===== config.mk =====
export PLATFORM = sky130hd
export DESIGN_NAME = evt_limit_timer
export DESIGN_NICKNAME = d
export VERILOG_FILES = /design/src/rtl/tmr_pkg.sv /design/src/rtl/tmr_prescale.sv /design/src/rtl/tmr_engine.sv /design/src/rtl/evt_limit_timer.sv
export SDC_FILE = /design/constraint.sdc
export NUM_CORES = 1
export LEC_CHECK = 0
export ABC_AREA = 1
export BUFFER_PORTS_ARGS = -buffer_cell sky130_fd_sc_hd__buf_2
export CAP_MARGIN = 15
export CORE_ASPECT_RATIO = 0.75
export CORE_UTILIZATION = 30
export CTS_CLUSTER_SIZE = 14
export DETAILED_ROUTE_END_ITERATION = 7
export GPL_TIMING_DRIVEN = 0
export HOLD_SLACK_MARGIN = 0.02
export PLACE_DENSITY_LB_ADDON = 0.08
export SYNTH_ARGS = -nofsm -noshare
export SYNTH_HDL_FRONTEND = slang
export SYNTH_SLANG_ARGS = --single-unit

===== constraint.sdc =====
create_clock -name clk -period 6.3 [get_ports clk]
set_clock_uncertainty 0.05 [all_clocks]
set_input_delay 1.26 -clock clk [delete_from_list [all_inputs] [get_ports clk]]
set_output_delay 1.26 -clock clk [all_outputs]
set_load 0.01 [all_outputs]

===== src/rtl/tmr_pkg.sv =====
package tmr_pkg;
  localparam int EVT_N  = 16;
  localparam int HALF_W = 16;
  localparam int PRE_W  = 8;

  typedef enum logic {
    CNT_UP   = 1'b0,
    CNT_DOWN = 1'b1
  } cnt_dir_e;
endpackage


===== src/rtl/tmr_prescale.sv =====
module tmr_prescale #(
  parameter int PRE_W = 8
) (
  input  logic             clk,
  input  logic             rst,
  input  logic             run,
  input  logic             clr,
  input  logic [PRE_W-1:0] pre,
  output logic             tick
);
  localparam logic [PRE_W-1:0] PH_ONE = {{(PRE_W-1){1'b0}}, 1'b1};

  logic [PRE_W-1:0] ph_q;

  assign tick = run && !clr && (ph_q == pre);

  always_ff @(posedge clk) begin
    if (rst || clr) begin
      ph_q <= '0;
    end else if (run) begin
      ph_q <= (ph_q == pre) ? '0 : ph_q + PH_ONE;
    end
  end

  // with a nonzero divider held steady, two ticks never fall on adjacent clocks
  a_r6_tick_spacing: assert property (@(posedge clk) disable iff (rst)
    (tick && (pre != '0)) |=> (!tick || !$stable(pre)));

  // a clear restarts the phase, so no tick follows unless the divider is zero
  a_r9_clr_phase: assert property (@(posedge clk) disable iff (rst)
    (clr && (pre != '0)) |=> (!tick || !$stable(pre)));
endmodule


===== src/rtl/tmr_engine.sv =====
module tmr_engine
  import tmr_pkg::*;
#(
  parameter int W     = 32,
  parameter int HW    = 16,
  parameter int EVT_N = 16,
  parameter int PRE_W = 8
) (
  input  logic             clk,
  input  logic             rst,
  input  logic             en,
  input  logic             wide,
  input  logic             bidir,
  input  logic [PRE_W-1:0] pre,
  input  logic             autolim,
  input  logic             match0,
  input  logic             clr,
  input  logic             unhalt,
  input  logic             lim_we,
  input  logic [EVT_N-1:0] lim_wd,
  input  logic             halt_we,
  input  logic [EVT_N-1:0] halt_wd,
  input  logic [EVT_N-1:0] evt,
  output logic [W-1:0]     cnt,
  output logic             dir_down,
  output logic             halted
);
  localparam logic [W-1:0] CNT_ONE = {{(W-1){1'b0}}, 1'b1};

  logic [EVT_N-1:0] lim_mask_q, halt_mask_q;
  logic [W-1:0]     cnt_q;
  cnt_dir_e         dir_q;
  logic             halted_q;
  logic             tick, at_top, at_end, evt_lim, halt_hit, limit;

  tmr_prescale #(.PRE_W(PRE_W)) u_pre (
    .clk  (clk),
    .rst  (rst),
    .run  (en && !halted_q),
    .clr  (clr),
    .pre  (pre),
    .tick (tick)
  );

  always_comb begin
    at_top   = wide ? (&cnt_q) : (&cnt_q[HW-1:0]);
    at_end   = (dir_q == CNT_DOWN) ? (cnt_q == '0) : at_top;
    evt_lim  = (|(evt & lim_mask_q)) || (autolim && match0);
    halt_hit = |(evt & halt_mask_q);
    limit    = evt_lim || at_end;
  end

  always_ff @(posedge clk) begin
    if (rst) begin
      lim_mask_q  <= '0;
      halt_mask_q <= '0;
      cnt_q       <= '0;
      dir_q       <= CNT_UP;
      halted_q    <= 1'b0;
    end else begin
      if (lim_we)  lim_mask_q  <= lim_wd;
      if (halt_we) halt_mask_q <= halt_wd;
      if (clr) begin
        cnt_q <= '0;
        dir_q <= CNT_UP;
      end else if (tick) begin
        if (halt_hit) begin
          halted_q <= 1'b1;
        end else if (limit) begin
          if (bidir) begin
            dir_q <= (dir_q == CNT_UP) ? CNT_DOWN : CNT_UP;
          end else begin
            cnt_q <= '0;
            dir_q <= CNT_UP;
          end
        end else if (dir_q == CNT_DOWN) begin
          cnt_q <= cnt_q - CNT_ONE;
        end else begin
          cnt_q <= cnt_q + CNT_ONE;
        end
      end
      if (unhalt) halted_q <= 1'b0;
    end
  end

  assign cnt      = cnt_q;
  assign dir_down = (dir_q == CNT_DOWN);
  assign halted   = halted_q;

  // clear leaves a zero count counting upward
  a_r9_clear_zero: assert property (@(posedge clk) disable iff (rst)
    clr |=> (cnt == '0 && !dir_down));

  // a halted half without a clear keeps its count
  a_r7_halt_freeze: assert property (@(posedge clk) disable iff (rst)
    (halted && !clr) |=> $stable(cnt));

  // a halt event on a tick always wins, even against a limit
  a_r7_halt_wins: assert property (@(posedge clk) disable iff (rst)
    (tick && halt_hit && !halted && !unhalt) |=> (halted && $stable(dir_down)));

  // only the unhalt strobe releases the halt, a clear does not
  a_r8_clr_keeps_halt: assert property (@(posedge clk) disable iff (rst)
    (halted && !unhalt) |=> halted);

  // a two-direction reversal holds the count
  a_r4_reverse_hold: assert property (@(posedge clk) disable iff (rst)
    (!clr && !unhalt && $changed(dir_down) && !$past(clr) && bidir && $past(bidir))
      |-> $stable(cnt));
endmodule


===== src/rtl/evt_limit_timer.sv =====
module evt_limit_timer
  import tmr_pkg::*;
#(
  parameter int NEVT = EVT_N,
  parameter int HW   = HALF_W,
  parameter int PW   = PRE_W
) (
  input  logic            clk,
  input  logic            rst,
  input  logic            unify,
  input  logic            bidir_lo,
  input  logic            bidir_hi,
  input  logic [PW-1:0]   pre_lo,
  input  logic [PW-1:0]   pre_hi,
  input  logic            autolim_lo,
  input  logic            autolim_hi,
  input  logic            match0_lo,
  input  logic            match0_hi,
  input  logic            clr_lo,
  input  logic            clr_hi,
  input  logic            unhalt_lo,
  input  logic            unhalt_hi,
  input  logic            lim_wr_lo,
  input  logic            lim_wr_hi,
  input  logic [2*HW-1:0] lim_wdata,
  input  logic            halt_wr_lo,
  input  logic            halt_wr_hi,
  input  logic [2*HW-1:0] halt_wdata,
  input  logic [NEVT-1:0] evt,
  output logic [2*HW-1:0] count_o,
  output logic            dir_down_lo,
  output logic            dir_down_hi,
  output logic            halted_lo,
  output logic            halted_hi
);
  localparam int FW = 2 * HW;

  logic [FW-1:0] lo_cnt;
  logic [HW-1:0] hi_cnt;

  // low engine doubles as the unified 32-bit counter
  tmr_engine #(.W(FW), .HW(HW), .EVT_N(NEVT), .PRE_W(PW)) u_lo (
    .clk      (clk),
    .rst      (rst),
    .en       (1'b1),
    .wide     (unify),
    .bidir    (bidir_lo),
    .pre      (pre_lo),
    .autolim  (autolim_lo),
    .match0   (match0_lo),
    .clr      (clr_lo),
    .unhalt   (unhalt_lo),
    .lim_we   (lim_wr_lo),
    .lim_wd   (lim_wdata[NEVT-1:0]),
    .halt_we  (halt_wr_lo),
    .halt_wd  (halt_wdata[NEVT-1:0]),
    .evt      (evt),
    .cnt      (lo_cnt),
    .dir_down (dir_down_lo),
    .halted   (halted_lo)
  );

  // high engine idles in unified mode
  tmr_engine #(.W(HW), .HW(HW), .EVT_N(NEVT), .PRE_W(PW)) u_hi (
    .clk      (clk),
    .rst      (rst),
    .en       (!unify),
    .wide     (1'b1),
    .bidir    (bidir_hi),
    .pre      (pre_hi),
    .autolim  (autolim_hi),
    .match0   (match0_hi),
    .clr      (clr_hi),
    .unhalt   (unhalt_hi),
    .lim_we   (lim_wr_hi),
    .lim_wd   (lim_wdata[HW +: NEVT]),
    .halt_we  (halt_wr_hi),
    .halt_wd  (halt_wdata[HW +: NEVT]),
    .evt      (evt),
    .cnt      (hi_cnt),
    .dir_down (dir_down_hi),
    .halted   (halted_hi)
  );

  assign count_o = unify ? lo_cnt : {hi_cnt, lo_cnt[HW-1:0]};

  // in split mode the low half never leaves its 16-bit range once cleared
  a_r2_split_range: assert property (@(posedge clk) disable iff (rst)
    (!unify && $past(!unify) && $past(lo_cnt[FW-1:HW] == '0)) |-> (lo_cnt[FW-1:HW] == '0));
endmodule


Word-level counts from Yosys, hierarchy flattened
Cells that the tools add are included.
- multiply operators: 0
- muxes and demuxes: 16
- bitwise logic cells: 8
- divide/modulo/power cells: 0
- add/subtract/negate cells: 6
- shift operators: 0
- magnitude comparators: 0
- reductions and logical operators: 37
- eq/ne operators: 4
- operator list (operator ; count):
    $mux 32 ; 4
    $and 16x16->16 ; 4
    $reduce_or 16->1 ; 4
    $mux 16 ; 3
    $add 32x1->32 const B ; 1
    $logic_not 32->1 ; 1
    $reduce_and 16->1 ; 2
    $reduce_and 32->1 ; 1
    $sub 32x1->32 const B ; 1
    $reduce_and 3->1 ; 6
    $add 16x1->16 const B ; 1
    $add 8x1->8 const B ; 2
    $eq 8x8->1 ; 2
    $logic_not 16->1 ; 1
    $mux 8 ; 2
    $sub 16x1->16 const B ; 1
    $reduce_or 2->1 ; 4
    $logic_and 1x1->1 ; 7
    $mux 1 ; 7
    $logic_or 1x1->1 ; 6
    $logic_not 1->1 ; 5
    $ne 2x2->1 const B ; 2
    $not 1->1 ; 4
- bits in writable memories: 0
- bits in latches: 0
- ROM bits: 0
- input bits: 113
- memories: 0
- logic and storage cells: 83
- bits in registers: 132
- output and inout bits: 36

Logic depth before layout (Yosys ltp)
Gate-level depths: netlist of the first run.
- depth after elaboration: 6
- mapped depth: 14
- gate-level depth less buffers: 14

Modules after synthesis
A second synthesis of the first run with hierarchy kept.
- cell total of the unflattened synthesis: 1669
- area total of the unflattened synthesis: 9867.0 µm²
- modules (own cells, without submodules) (module ; cells each ; area each (µm²) ; times used ; sequential area each (µm²)):
    tmr_engine (u_lo) ; 941 ; 5281.3 ; 1 ; 1321.3
    tmr_engine (u_hi) ; 525 ; 3299.4 ; 1 ; 1001.0
    tmr_prescale ; 75 ; 521.8 ; 2 ; 160.2
    evt_limit_timer ; 53 ; 242.7 ; 1 ; 0.0

Worst setup path before layout of the first run
No wires, ideal clock.
- path type: input to output
- from: in unify
- to: out count_o[26]
- required time: 4.990 ns
- buffers on the path: 1
- setup slack: 3.260 ns
- data arrival time: 1.730 ns
- stages on the path: 2
- cells stage by stage: clkbuf_1 > o21ai_0
- longest elaborated chain between the ends: 1
- RTL lines (what ; line ; RTL):
    start: declaration ; evt_limit_timer.sv:10 ; input logic unify,
    $mux 32 ; evt_limit_timer.sv:85 ; assign count_o = unify ? lo_cnt : {hi_cnt, lo_cnt[HW-1:0]};
    end: declaration ; evt_limit_timer.sv:30 ; output logic [2*HW-1:0] count_o,
No other way between the ends.

Worst setup path after layout of the first run
- from: in unify
- to: out count_o[16]
Same word-level chain as after synthesis.

==> results of run 1 <==
critical path: stages:
cell	delay, ns
sky130_fd_sc_hd__buf_2	0.18
sky130_fd_sc_hd__clkbuf_1	0.32
sky130_fd_sc_hd__nand2_1	0.09
sky130_fd_sc_hd__o21ai_0	0.14
sky130_fd_sc_hd__buf_2	0.19
registers in the layout, indices dropped and copies added, names as in the netlist:
register	count
u_lo.dir_down	1
u_lo.cnt	32
u_hi.cnt	16
u_lo.halt_mask_q	16
u_lo.lim_mask_q	16
u_hi.halt_mask_q	16
u_lo.u_pre.ph_q	8
u_hi.lim_mask_q	16
u_hi.u_pre.ph_q	8
u_lo.halted	1
u_hi.halted	1
u_hi.dir_down	1
cells by family (layout without fill, tap and decap cells):
group                      after synthesis  count (layout)  synth area share (%)
AOI/OAI and AO/OA                      200             200                  10.8
and+or+nand+nor                        943             943                  40.8
adders and majority gates               48              48                  6.51
muxes                                    1               1                 0.119
xor gates and xnor gates                28              28                  2.60
DFF                                    132             132                  28.0
buffers and inverters                  247             427                  11.2
Yosys cell counts (3+ instances only):
master	number	area (µm²)
sky130_fd_sc_hd__dfxtp_1	132	2640
sky130_fd_sc_hd__nor3b_1	5	37.5
sky130_fd_sc_hd__buf_6	8	90.1
sky130_fd_sc_hd__clkbuf_1	22	82.6
sky130_fd_sc_hd__inv_2	4	15.0
sky130_fd_sc_hd__o21ai_0	97	485
sky130_fd_sc_hd__and3_1	4	25.0
sky130_fd_sc_hd__a21oi_1	94	470
sky130_fd_sc_hd__or2_1	3	18.8
sky130_fd_sc_hd__nand4_1	18	113
sky130_fd_sc_hd__nand3b_1	7	52.6
sky130_fd_sc_hd__nand2_1	520	1950
sky130_fd_sc_hd__nor3_1	13	65.1
sky130_fd_sc_hd__nor2_1	282	1060
sky130_fd_sc_hd__xnor2_1	7	61.3
sky130_fd_sc_hd__nor2_4	3	33.8
sky130_fd_sc_hd__nor2_2	3	18.8
sky130_fd_sc_hd__and2_1	7	43.8
sky130_fd_sc_hd__ha_1	46	576
sky130_fd_sc_hd__buf_4	18	135
sky130_fd_sc_hd__nand3_1	65	325
sky130_fd_sc_hd__xor2_1	21	184
sky130_fd_sc_hd__inv_1	192	721
per-stage QoR:
stage / area, µm² / std cells
detailed placement: 10700 / 2146
floorplan: 9450 / 1599
global placement: 10700 / 2146
global route: 11300 / 2178
CTS: 11300 / 2178
finish: 11300 / 2178
how the worst max path moves through the flow:
stage             endpoint  startpoint  slack (ns)  cells after the start
2_1_floorplan  count_o[26]       unify        3.26                      2
3_3_place_gp   count_o[18]       unify        2.78                      5
3_5_place_dp   count_o[16]       unify        2.79                      5
4_1_cts        count_o[16]       unify        2.78                      5
5_1_grt        count_o[16]       unify        2.72                      5
6_report       count_o[16]       unify        2.80                      5
metal layers:
metal | vias to the layer above | GRT usage (%)
met2 | 172 | 30.5
met1 | 4467 | 30.3
met3 | 24 | 4.16
met5 | - | 0
li1 | 5349 | -
met4 | 2 | 4.10
cell usage in the layout, fill, tap and decap left out, types with 3 or more instances in the layout:
cell type	instances
sky130_fd_sc_hd__a21oi_1	94
sky130_fd_sc_hd__and2_1	7
sky130_fd_sc_hd__and3_1	4
sky130_fd_sc_hd__buf_2	148
sky130_fd_sc_hd__buf_4	18
sky130_fd_sc_hd__buf_6	8
sky130_fd_sc_hd__clkbuf_1	23
sky130_fd_sc_hd__clkbuf_16	17
sky130_fd_sc_hd__clkinv_4	4
sky130_fd_sc_hd__dfxtp_1	131
sky130_fd_sc_hd__ha_1	46
sky130_fd_sc_hd__inv_1	192
sky130_fd_sc_hd__inv_2	4
sky130_fd_sc_hd__inv_6	5
sky130_fd_sc_hd__inv_8	3
sky130_fd_sc_hd__nand2_1	520
sky130_fd_sc_hd__nand3_1	65
sky130_fd_sc_hd__nand3b_1	7
sky130_fd_sc_hd__nand4_1	18
sky130_fd_sc_hd__nor2_1	282
sky130_fd_sc_hd__nor2_2	3
sky130_fd_sc_hd__nor2_4	3
sky130_fd_sc_hd__nor3_1	13
sky130_fd_sc_hd__nor3b_1	5
sky130_fd_sc_hd__o21ai_0	97
sky130_fd_sc_hd__or2_1	3
sky130_fd_sc_hd__xnor2_1	7
sky130_fd_sc_hd__xor2_1	21
cell type report:
class | count | area, µm² | area share, %
Timing Repair Buffer | 148 | 741 | 6.58
Buffer | 49 | 312 | 2.77
Clock buffer | 18 | 429 | 3.81
Tap cell | 399 | 499 | 4.43
Inverter | 198 | 743 | 6.60
Multi-Input combinational cell | 1220 | 5750 | 51.1
Sequential cell | 132 | 2640 | 23.5
Clock inverter | 14 | 136 | 1.21
where the power goes:
part | internal, mW | switching, mW | leakage [nW] | total, mW
clock network | 0.522 | 0.449 | 0.275 | 0.972
logic | 0.0638 | 0.109 | 4.40 | 0.173
registers | 0.864 | 0.0154 | 1.08 | 0.880
total | 1.45 | 0.574 | 5.75 | 2.02
==> summary.txt, run 1 <==
Placement
  • Routability congestion estimate: between 0.8 and 0.9
  • Port Buffer Count: roughly 150
  • Pre-CTS WS: around 2.8 ns
  • Hpwl dp: 25800 µm

Power
  • Pwr per Cell Area: 180 mW/mm²
  • Max rail drop VDD: about 150 µV
  • Pleak: 5.75 nW
  • Total Power Consumption: roughly 2.0 mW

Die
  • Num rows: 55
  • Initial core utilization: 30.9%
  • Core ar.: 0.0306 mm²
  • Width of the die: 207 µm
  • Vertical die dimension: 156 µm
  • Die area: 0.0322 mm²
  • Top Ports: 149

CTS
  • CTS buffer count: 17
  • Maximum buffer depth of the clock tree: 2
  • TritonCTS clock tree: built
  • Number of gates resized after CTS: 0
  • Clock-pin slew on the worst setup and hold paths: 0.06 ns
  • TritonCTS Sinks: ~130
  • # Post-CTS Setup Buffers: 0
  • Number of H-tree levels: 4
  • Insertion delay to the later sink of the worst-skew pair: 0.44 ns
  • Hold bufs inserted after CTS: 0
  • Root buffer cell: sky130_fd_sc_hd__clkbuf_16

Timing
  • Final period demand of the worst path: 3.50 ns
  • Number of hold violations in the final report: 0
  • Number of slew-limit violations in the final report: 0
  • Worst path setup slack after routing: 2.80 ns
  • Number of failing setup endpoints in the final timing report: 0
  • Pin slew with the least headroom to its limit: 0.861 ns
  • Smallest hold slack: 0.399 ns
  • Worst-case headroom to the max-slew limit: 42.6%
  • F_max: 0.286 GHz
  • Final period util: 55.5%
  • Setup repair after global routing missed its margin: no
  • Setup TNS: 0 ns

Worst setup path
  • Kind of critical path: in2out
  • Startpoint kind of the worst setup timing path: input port
  • Arrival time at the worst endpoint: ~2.2 ns
  • FF-to-FF End: u_lo.cnt[15]$_SDFFE_PP0P_
  • R2R depth: 11
  • CP Data Required Time: between 4 and 5 ns
  • Worst reg2reg startpoint: u_lo.dir_down$_SDFFE_PP0P_
  • Sort of element at the end of the critical path: primary output
  • Largest driver fanout on the critical path: 10
  • Flop2flop setup slack: 3.50 ns

Drt
  • Residual DRC: 0
  • Post-detailed-route wirelength per cell: 14.7 µm
  • Drt initial violations: 649
  • Count of TritonRoute iterations in the first routing pass: 7
  • Total met2 wirelength after detailed routing: 13200 µm
  • Via count: 10000
  • Post-route ant nets: 0
  • Post-detailed-routing wire length: 31900 µm
  • Average via count per standard cell: about 4.6
  • Metal1 wirelength: approximately 17000 µm
  • Total met3 wirelength after detailed routing: 1350 µm
  • DR top layer: met5

Cells and area
  • Layout cells sized above 1: 12.8%
  • Ant diodes: 0
  • P&R area growth vs syn: 19.1%
  • Final-layout fill cell count: 3448
  • Final core area utilization: 36.8%
  • Nets@finish: 1927

Synth
  • Combined area of all synthesized cells: 0.00945 mm²
  • Yosys warns: 0
  • EDFF count, synth: 0
  • Share of flip-flops with an asynchronous set or reset: 0%
  • Unique masters post-synth: 43
  • Sequential fraction of the synthesis area: 28.0%
  • Syn avg cell area: a little under 6 µm²
  • Number of nets in the synthesized netlist: 1760
  • Prevailing post-synth register cell: sky130_fd_sc_hd__dfxtp_1
  • Number of flip-flops and latches in the synthesized netlist: 132
  • Gate count of the mapped netlist: roughly 1600

GRT
  • Vias in the first global route: 9366
  • First-pass GRT wire length: 50600 µm
  • Aggregate global-route resource usage: 20.5%
  • Sum of overflow across all layers after global routing: 0
  • Pin count of the biggest net entering global routing: 37
  • Antenna violations before repair: 1

Worst hold path
  • Classification of the worst-slack hold path: reg2reg
  • Hold-critical path depth: 2
  • Hold EP: u_hi.halt_mask_q[7]$_SDFFE_PP0P_
  • Hold_sp: u_hi.halt_mask_q[7]$_SDFFE_PP0P_

Job
  • # Max-Cap Violations: 0

Status
  • Run status: complete, no violations
(Power assumes the default switching activity.)
==> run 2, diff against run 1 <==
--- a/config.mk
+++ b/config.mk
@@ -5,7 +5,7 @@
 export SDC_FILE = /design/constraint.sdc
 export NUM_CORES = 1
 export LEC_CHECK = 0
-export ABC_AREA = 1
+export ABC_AREA = 0
 export BUFFER_PORTS_ARGS = -buffer_cell sky130_fd_sc_hd__buf_2
 export CAP_MARGIN = 15
 export CORE_ASPECT_RATIO = 0.75
==> constraint.sdc (replaced) <==
create_clock -name clk -period 3.05 [get_ports clk]
set_clock_uncertainty 0.05 [all_clocks]
set_input_delay 0.61 -clock clk [delete_from_list [all_inputs] [get_ports clk]]
set_output_delay 0.61 -clock clk [all_outputs]
set_load 0.01 [all_outputs]
==> summary.txt, run 2 <==
Timing
  • Worst-case headroom to the max-slew limit: 49.9% (was 42.6%)
  • Number of failing setup endpoints in the final timing report: 0 (unchanged)
  • Number of hold violations in the final report: 0 (unchanged)
  • F_max: between 0.3 and 0.4 GHz
  • Pin slew with the least headroom to its limit: 0.752 ns (was 0.861 ns)
  • Number of slew-limit violations in the final report: 0 (unchanged)
  • Final period util: 97.0%
  • Final period demand of the worst path: 2.96 ns

CTS
  • TritonCTS Sinks: 132 (unchanged)
  • Number of H-tree levels: 4 (unchanged)
  • TritonCTS clock tree: built (unchanged)
  • CTS buffer count: 17 (unchanged)
  • Maximum buffer depth of the clock tree: 2 (unchanged)
  • Clock-pin slew on the worst setup and hold paths: 0.07 ns (was 0.06 ns)
  • Root buffer cell: sky130_fd_sc_hd__clkbuf_16 (unchanged)
  • Insertion delay to the later sink of the worst-skew pair: 0.43 ns (was 0.44 ns)

Job
  • # Max-Cap Violations: 0 (unchanged)

Synth
  • Prevailing post-synth register cell: sky130_fd_sc_hd__dfxtp_1 (unchanged)
  • Area share of the leading cell type in the synthesized netlist: 32.9% (was 28.0%)
  • Most frequent cell after synthesis: sky130_fd_sc_hd__nor2_1 (was sky130_fd_sc_hd__nand2_1)
  • Synthesized-area fraction occupied by and/or/nand/nor cells: 19.0% (was 40.8%)
  • Sequential fraction of the synthesis area: 32.9% (was 28.0%)
  • Share of flip-flops with an asynchronous set or reset: 0% (unchanged)
  • Post-synthesis compound-gate area fraction: 18.5% (was 10.8%)
  • EDFF count, synth: 0 (unchanged)
  • Main combinational cell family by area after synthesis: simple AND/OR/NAND/NOR gates (unchanged)
  • Gate count of the mapped netlist: 916 (was 1599)
  • Parity-gate share of the synthesized area counting xor and xnor cells: 7.41% (was 2.59%)
  • Syn avg cell area: 8.77 µm² (was 5.91 µm²)
  • Post-synthesis adder-cell area fraction: 7.66% (was 6.51%)
  • Synth top area cells: sky130_fd_sc_hd__dfxtp_1, sky130_fd_sc_hd__mux2i_1, sky130_fd_sc_hd__ha_1 (was sky130_fd_sc_hd__dfxtp_1, sky130_fd_sc_hd__nand2_1, sky130_fd_sc_hd__nor2_1)
  • Leading cell types by count after synthesis: sky130_fd_sc_hd__nor2_1, sky130_fd_sc_hd__dfxtp_1, sky130_fd_sc_hd__mux2i_1 (was sky130_fd_sc_hd__nand2_1, sky130_fd_sc_hd__nor2_1, sky130_fd_sc_hd__inv_1)
  • Combined area of all synthesized cells: 0.00804 mm² (was 0.00945 mm²)
  • Unique masters post-synth: 74 (was 43)
  • Number of flip-flops and latches in the synthesized netlist: 132 (unchanged)
  • Number of nets in the synthesized netlist: 1077 (was 1760)
  • Yosys warns: 0 (unchanged)
  • Portion of netlist area occupied by mux cells: 10.6% (was 0.119%)
  • Post-synth top area cell: sky130_fd_sc_hd__dfxtp_1 (unchanged)

GRT
  • Pin count of the biggest net entering global routing: 22 (was 37)
  • Vias in the first global route: 6985 (was 9366)
  • Aggregate global-route resource usage: 18.9% (was 20.5%)
  • Antenna violations before repair: 8 (was 1)
  • First-pass GRT wire length: 39300 µm (was 50600 µm)
  • Sum of overflow across all layers after global routing: 0 (unchanged)

Power
  • Max rail drop VDD: 370 µV (was 149 µV)
  • Pleak: 4.44 nW (was 5.75 nW)
  • Pwr per Cell Area: 437 mW/mm² (was 180 mW/mm²)

Drt
  • Via count: 7265 (was 10000)
  • Post-route ant nets: 0 (unchanged)
  • Residual DRC: 0 (unchanged)
  • Average via count per standard cell: 5.02 (was 4.60)
  • Post-detailed-routing wire length: 25700 µm (was 31900 µm)
  • Post-detailed-route wirelength per cell: 17.7 µm (was 14.7 µm)
  • Count of TritonRoute iterations in the first routing pass: 5 (was 7)
  • Drt initial violations: 403 (was 649)

Worst setup path
  • Startpoint kind of the worst setup timing path: flip-flop (was input port)
  • Flop2flop setup slack: 0.09 ns (was 3.50 ns)
  • CP Data Required Time: 3.32 ns (was 4.99 ns)
  • Largest driver fanout on the critical path: 9 (was 10)
  • Sort of element at the end of the critical path: flip-flop (was primary output)
  • Kind of critical path: reg2reg (was in2out)
  • Arrival time at the worst endpoint: 3.23 ns (was 2.19 ns)

Placement
  • Number of placed instances, taps included: 1402 (was 2146)
  • Total cell area at the placement stage: 0.00918 mm² (was 0.0107 mm²)
  • Port Buffer Count: 142 (was 148)
  • Routability congestion estimate: 0.837 (was 0.893)
  • Hpwl dp: 19300 µm (was 25800 µm)

Die
  • Initial core utilization: 30.7% (was 30.9%)
  • Core ar.: 0.0262 mm² (was 0.0306 mm²)
  • Top Ports: 149 (unchanged)
  • Num rows: 51 (was 55)
  • Width of the die: 191 µm (was 207 µm)
  • Vertical die dimension: 144 µm (was 156 µm)
  • Die area: 0.0275 mm² (was 0.0322 mm²)

Cells and area
  • Fin cells: 1448 (was 2178)
  • Nets@finish: 1245 (was 1927)
  • P&R area growth vs syn: 23.9% (was 19.1%)
  • Largest register FFs: 32 (unchanged)
  • Commonest cells after routing, fill and taps aside: sky130_fd_sc_hd__buf_2, sky130_fd_sc_hd__nor2_1, sky130_fd_sc_hd__dfxtp_1 (was sky130_fd_sc_hd__nand2_1, sky130_fd_sc_hd__nor2_1, sky130_fd_sc_hd__inv_1)
  • Commonest non-fill, non-tap cell in the layout: sky130_fd_sc_hd__buf_2 (was sky130_fd_sc_hd__nand2_1)
  • Layout cells sized above 1: 23.7% (was 12.8%)
  • Final design area excluding fillers: 0.00995 mm² (was 0.0113 mm²)
  • Final core area utilization: 38.0% (was 36.8%)

Worst hold path
  • Classification of the worst-slack hold path: in2reg (was reg2reg)

Status
  • Run status: complete, no violations (unchanged)
-- run 2: final cells by class --
cell class	count	area (µm²)
inverters	14	52.6
fillers	2771	16200
well taps	344	430
flip-flops and latches	132	2650
clock buffers	19	443
clock inverters	13	171
plain buffers	48	272
multi-input cells	722	5130
repair buffers	149	787
diodes	7	17.5
-- run 2: final timing paths --
| path | start | end | cells after the start |
|---|---|---|---|
| max reg2reg | u_lo.dir_down$_SDFFE_PP0P_ | u_lo.cnt[30]$_SDFFE_PP0P_ | 12 |
| min reg2reg | u_hi.lim_mask_q[2]$_SDFFE_PP0P_ | u_hi.lim_mask_q[2]$_SDFFE_PP0P_ | 2 |
| max | u_lo.dir_down$_SDFFE_PP0P_ | u_lo.cnt[30]$_SDFFE_PP0P_ | 12 |
| min | unhalt_lo | u_lo.halted$_SDFFE_PP0P_ | 2 |
-- run 2: report_power, final --
part / internal [mW] / switching [mW]
combinational: 0.148 / 0.177
clock: 1.32 / 0.899
sequential: 1.77 / 0.0313
total: 3.25 / 1.11
-- run 2: worst max-delay path: stages, from the launching register on --
cell                       delay, ns
sky130_fd_sc_hd__dfxtp_4        0.43
sky130_fd_sc_hd__buf_6          0.18
sky130_fd_sc_hd__ha_2           0.34
sky130_fd_sc_hd__and2_1         0.19
sky130_fd_sc_hd__o21ai_1        0.15
sky130_fd_sc_hd__nand3b_1       0.11
sky130_fd_sc_hd__a31oi_2        0.27
sky130_fd_sc_hd__o22ai_2        0.17
sky130_fd_sc_hd__o41ai_4        0.29
sky130_fd_sc_hd__buf_4          0.19
sky130_fd_sc_hd__o311ai_2       0.10
sky130_fd_sc_hd__xor2_1         0.17
sky130_fd_sc_hd__a22o_1         0.21
-- run 2: repair_timing --
action / in CTS / in global routing
gates cloned: 0 / 0
resized for setup: 3 / 16
hold buffers: 0 / 0
pin swaps: 1 / 2
endpoints found under the setup margin: 38 / 13
buffers inserted: 1 / 6
-- run 2: through the flow --
stage | power, mW | hold slack (ns) | setup TNS (ns) | setup WS (ns)
2_1_floorplan | 2.02 | 0.409 | 0 | 0.193
3_3_place_gp | 2.17 | 0.426 | -7.87 | -0.453
3_5_place_dp | 2.17 | 0.434 | -5.85 | -0.420
4_1_cts | 4.40 | 0.287 | 0 | 0.0502
5_1_grt | 4.53 | 0.294 | -0.0246 | -0.0246
6_report | 4.35 | 0.305 | 0 | 0.0907
-- run 2: logic make-up after synthesis --
kind of cell	after synthesis
AND/OR/NAND/NOR	315
AO/OA/AOI/OAI	208
flip-flops	132
multiplexers	83
XOR/XNOR	68
buffers and inverters	62
adder cells (fa/ha/maj)	48
-- run 2: metal layers --
metal  wire (µm)  share of wire [%]  vias up  GRT usage (%)
met5          27               0.11        -              0
met3        1390                5.4       24           5.05
li1            -                  -     3711              -
met1       13200                 51     3369           26.9
met4         329                1.3        4           5.22
met2       10700                 42      157           27.7
==> run 3, diff against run 2 <==
--- a/config.mk
+++ b/config.mk
@@ -9,7 +9,7 @@
 export BUFFER_PORTS_ARGS = -buffer_cell sky130_fd_sc_hd__buf_2
 export CAP_MARGIN = 15
 export CORE_ASPECT_RATIO = 0.75
-export CORE_UTILIZATION = 30
+export CORE_UTILIZATION = 51
 export CTS_CLUSTER_SIZE = 14
 export DETAILED_ROUTE_END_ITERATION = 7
 export GPL_TIMING_DRIVEN = 0
==> summary.txt, run 3 (same netlist as run 2, synthesis figures left out) <==
Status
  • Run status: complete, no violations (unchanged)

GRT
  • Sum of overflow across all layers after global routing: 0 (unchanged)
  • Antenna violations before repair: 5 (was 8)
  • Aggregate global-route resource usage: 28.3% (was 18.9%)
  • Vias in the first global route: 6989 (was 6985)
  • First-pass GRT wire length: 36200 µm (was 39300 µm)
  • Pin count of the biggest net entering global routing: 22 (unchanged)

Worst setup path
  • Sort of element at the end of the critical path: flip-flop (unchanged)
  • Startpoint kind of the worst setup timing path: flip-flop (unchanged)
  • Worst reg2reg startpoint: u_lo.dir_down$_SDFFE_PP0P_ (unchanged)
  • Kind of critical path: reg2reg (unchanged)
  • Arrival time at the worst endpoint: 3.19 ns (was 3.23 ns)
  • Launch point of the critical path: u_lo.dir_down$_SDFFE_PP0P_ (unchanged)
  • CP Data Required Time: 3.32 ns (about the same)
  • Largest driver fanout on the critical path: 19 (was 9)
  • CP Cell Sequence: buf_8 -> ha_1 -> clkbuf_1 -> nand2_1 -> or3_1 -> o22ai_2 -> o41ai_4 -> buf_4 -> o311ai_2 -> xor2_1 -> a22o_1 (was buf_6 -> ha_2 -> and2_1 -> o21ai_1 -> nand3b_1 -> a31oi_2 -> o22ai_2 -> o41ai_4 -> buf_4 -> o311ai_2 -> xor2_1 -> a22o_1)
  • Cell with the largest stage delay on the worst path: sky130_fd_sc_hd__dfxtp_4 (unchanged)
  • WP buf/inv: 3 (was 2)
  • Delay of the slowest cell on the worst path: 0.43 ns (about the same)
  • Cell class contributing the biggest share of worst-path delay: compound AO/OA/AOI/OAI gates (unchanged)

Drt
  • Average via count per standard cell: 5.71 (was 5.02)
  • Total met3 wirelength after detailed routing: 1390 µm (about the same)
  • Post-detailed-routing wire length: 22800 µm (was 25700 µm)
  • Drt initial violations: 547 (was 403)
  • Post-route ant nets: 0 (unchanged)
  • Post-detailed-route wirelength per cell: 17.5 µm (was 17.7 µm)
  • Metal1 wirelength: 10900 µm (was 13200 µm)
  • Count of TritonRoute iterations in the first routing pass: 5 (unchanged)
  • DR top layer: met5 (unchanged)
  • Total met2 wirelength after detailed routing: 10200 µm (was 10700 µm)
  • Residual DRC: 0 (unchanged)
  • Via count: 7434 (was 7265)

Job
  • # Max-Cap Violations: 0 (unchanged)

CTS
  • Insertion delay to the later sink of the worst-skew pair: 0.43 ns (about the same)
  • TritonCTS clock tree: built (unchanged)
  • Root buffer cell: sky130_fd_sc_hd__clkbuf_16 (unchanged)
  • TritonCTS Sinks: 132 (unchanged)
  • Maximum buffer depth of the clock tree: 2 (unchanged)
  • Clock-pin slew on the worst setup and hold paths: 0.06 ns (was 0.07 ns)
  • CTS buffer count: 17 (unchanged)
  • Number of H-tree levels: 4 (unchanged)

Die
  • Top Ports: 149 (unchanged)
  • Width of the die: 147 µm (was 191 µm)
  • Die area: 0.0163 mm² (was 0.0275 mm²)
  • Initial core utilization: 52.4% (was 30.7%)
  • Core ar.: 0.0153 mm² (was 0.0262 mm²)
  • Num rows: 39 (was 51)
  • Vertical die dimension: 111 µm (was 144 µm)

Cells and area
  • Commonest cells after routing, fill and taps aside: sky130_fd_sc_hd__buf_2, sky130_fd_sc_hd__nor2_1, sky130_fd_sc_hd__dfxtp_1 (unchanged)
  • Layout cells sized above 1: 22.6% (was 23.7%)
  • Commonest non-fill, non-tap cell in the layout: sky130_fd_sc_hd__buf_2 (unchanged)
  • Largest register FFs: 32 (unchanged)
  • Final design area excluding fillers: 0.00967 mm² (was 0.00995 mm²)
  • Final core area utilization: 63.1% (was 38.0%)
  • Nets@finish: 1241 (was 1245)
  • P&R area growth vs syn: 20.3% (was 23.9%)

Power
  • Share of total power in sequential cells: 43.3% (was 41.5%)
  • Max rail drop VDD: 324 µV (was 370 µV)
  • Total Power Consumption: 4.17 mW (was 4.35 mW)
  • Pwr per Cell Area: 431 mW/mm² (was 437 mW/mm²)
  • Clock network power share: 49.0% (was 51.1%)
  • Internal power component: 3.09 mW (was 3.25 mW)
  • Share of total power consumed by net switching: 25.8% (was 25.4%)
  • Pleak: 4.40 nW (was 4.44 nW)
  • Fraction of power consumed by combinational cells: 7.7% (was 7.5%)
  • Total net switching power: 1.08 mW (was 1.11 mW)

Timing
  • Number of failing setup endpoints in the final timing report: 0 (unchanged)
  • Final period util: 95.9% (was 97.0%)
  • F_max: 0.342 GHz (was 0.338 GHz)
  • Pin slew with the least headroom to its limit: 0.758 ns (was 0.752 ns)
  • Number of slew-limit violations in the final report: 0 (unchanged)
  • Setup TNS: 0 ns (unchanged)
  • Worst path setup slack after routing: 0.124 ns (was 0.0907 ns)
  • Worst-case headroom to the max-slew limit: 49.5% (was 49.9%)
  • Final period demand of the worst path: 2.93 ns (was 2.96 ns)
  • Number of hold violations in the final report: 0 (unchanged)

Worst hold path
  • Classification of the worst-slack hold path: in2reg (unchanged)
  • Hold_sp: unhalt_lo (unchanged)

Placement
  • Hpwl dp: 16600 µm (was 19300 µm)
  • Pre-CTS WS: -0.358 ns (was -0.420 ns)
  • Routability congestion estimate: 0.882 (was 0.837)
  • Port Buffer Count: 142 (unchanged)
  • Total cell area at the placement stage: 0.00900 mm² (was 0.00918 mm²)
==> run 3: cell count changes in the layout (fill, tap and decap cells not counted), sizes merged <==
cell and change:
buf -4, diode -3, bufinv -2, inv +2
==> run 3: final cells by class <==
class	count	area [µm²]
Antenna cell	4	10.0
Buffer	48	272
Clock buffer	19	443
Clock inverter	13	139
Fill cell	1373	5660
Inverter	14	52.6
Multi-Input combinational cell	722	5100
Sequential cell	132	2650
Tap cell	205	256
Timing Repair Buffer	145	741
==> run 3: worst paths after layout <==
check	end	slack, ns	cells after the start
setup / recovery	u_lo.cnt[30]$_SDFFE_PP0P_	0.12	11
hold / removal	u_lo.halted$_SDFFE_PP0P_	0.31	2
setup reg to reg	u_lo.cnt[30]$_SDFFE_PP0P_	0.12	11
hold reg to reg	u_hi.lim_mask_q[12]$_SDFFE_PP0P_	0.45	2
==> run 3: worst reg2reg max path, stage by stage, from the launching register on <==
cell and delay (ns):
sky130_fd_sc_hd__dfxtp_4 0.43, sky130_fd_sc_hd__buf_8 0.20, sky130_fd_sc_hd__ha_1 0.29, sky130_fd_sc_hd__clkbuf_1 0.32, sky130_fd_sc_hd__nand2_1 0.15, sky130_fd_sc_hd__or3_1 0.35, sky130_fd_sc_hd__o22ai_2 0.21, sky130_fd_sc_hd__o41ai_4 0.08
sky130_fd_sc_hd__buf_4 0.17, sky130_fd_sc_hd__o311ai_2 0.26, sky130_fd_sc_hd__xor2_1 0.11, sky130_fd_sc_hd__a22o_1 0.21
==> run 3: timing repair <==
item | in CTS | in global routing
buffers inserted | 1 | 2
hold endpoints to repair | 0 | 0
resized for setup | 2 | 7
hold buffers | 0 | 0
pin swaps | 0 | 1
endpoints found under the setup margin | 19 | 15
==> run 3: layer usage <==
layer	up-vias	track usage (%)
li1	3705	-
met2	204	43.8
met5	-	0
met4	4	8.18
met1	3497	39.5
met3	24	6.21
==> run 3: power groups by stage <==
stage / Sequential (mW) / Clock, mW / Combinational [mW]
finish: 1.81 / 2.04 / 0.319
floorplan: 1.84 / 0 / 0.184
global placement: 1.85 / 0 / 0.312
global route: 1.81 / 2.15 / 0.351
detailed placement: 1.85 / 0 / 0.317
CTS: 1.81 / 2.07 / 0.319
==> run 3: metrics by stage <==
stage / hold slack, ns / std cells
after global placement: 0.423 / 1263
final: 0.309 / 1302
after CTS: 0.292 / 1296
after floorplan: 0.409 / 916
after global routing: 0.298 / 1301
after detailed placement: 0.432 / 1263
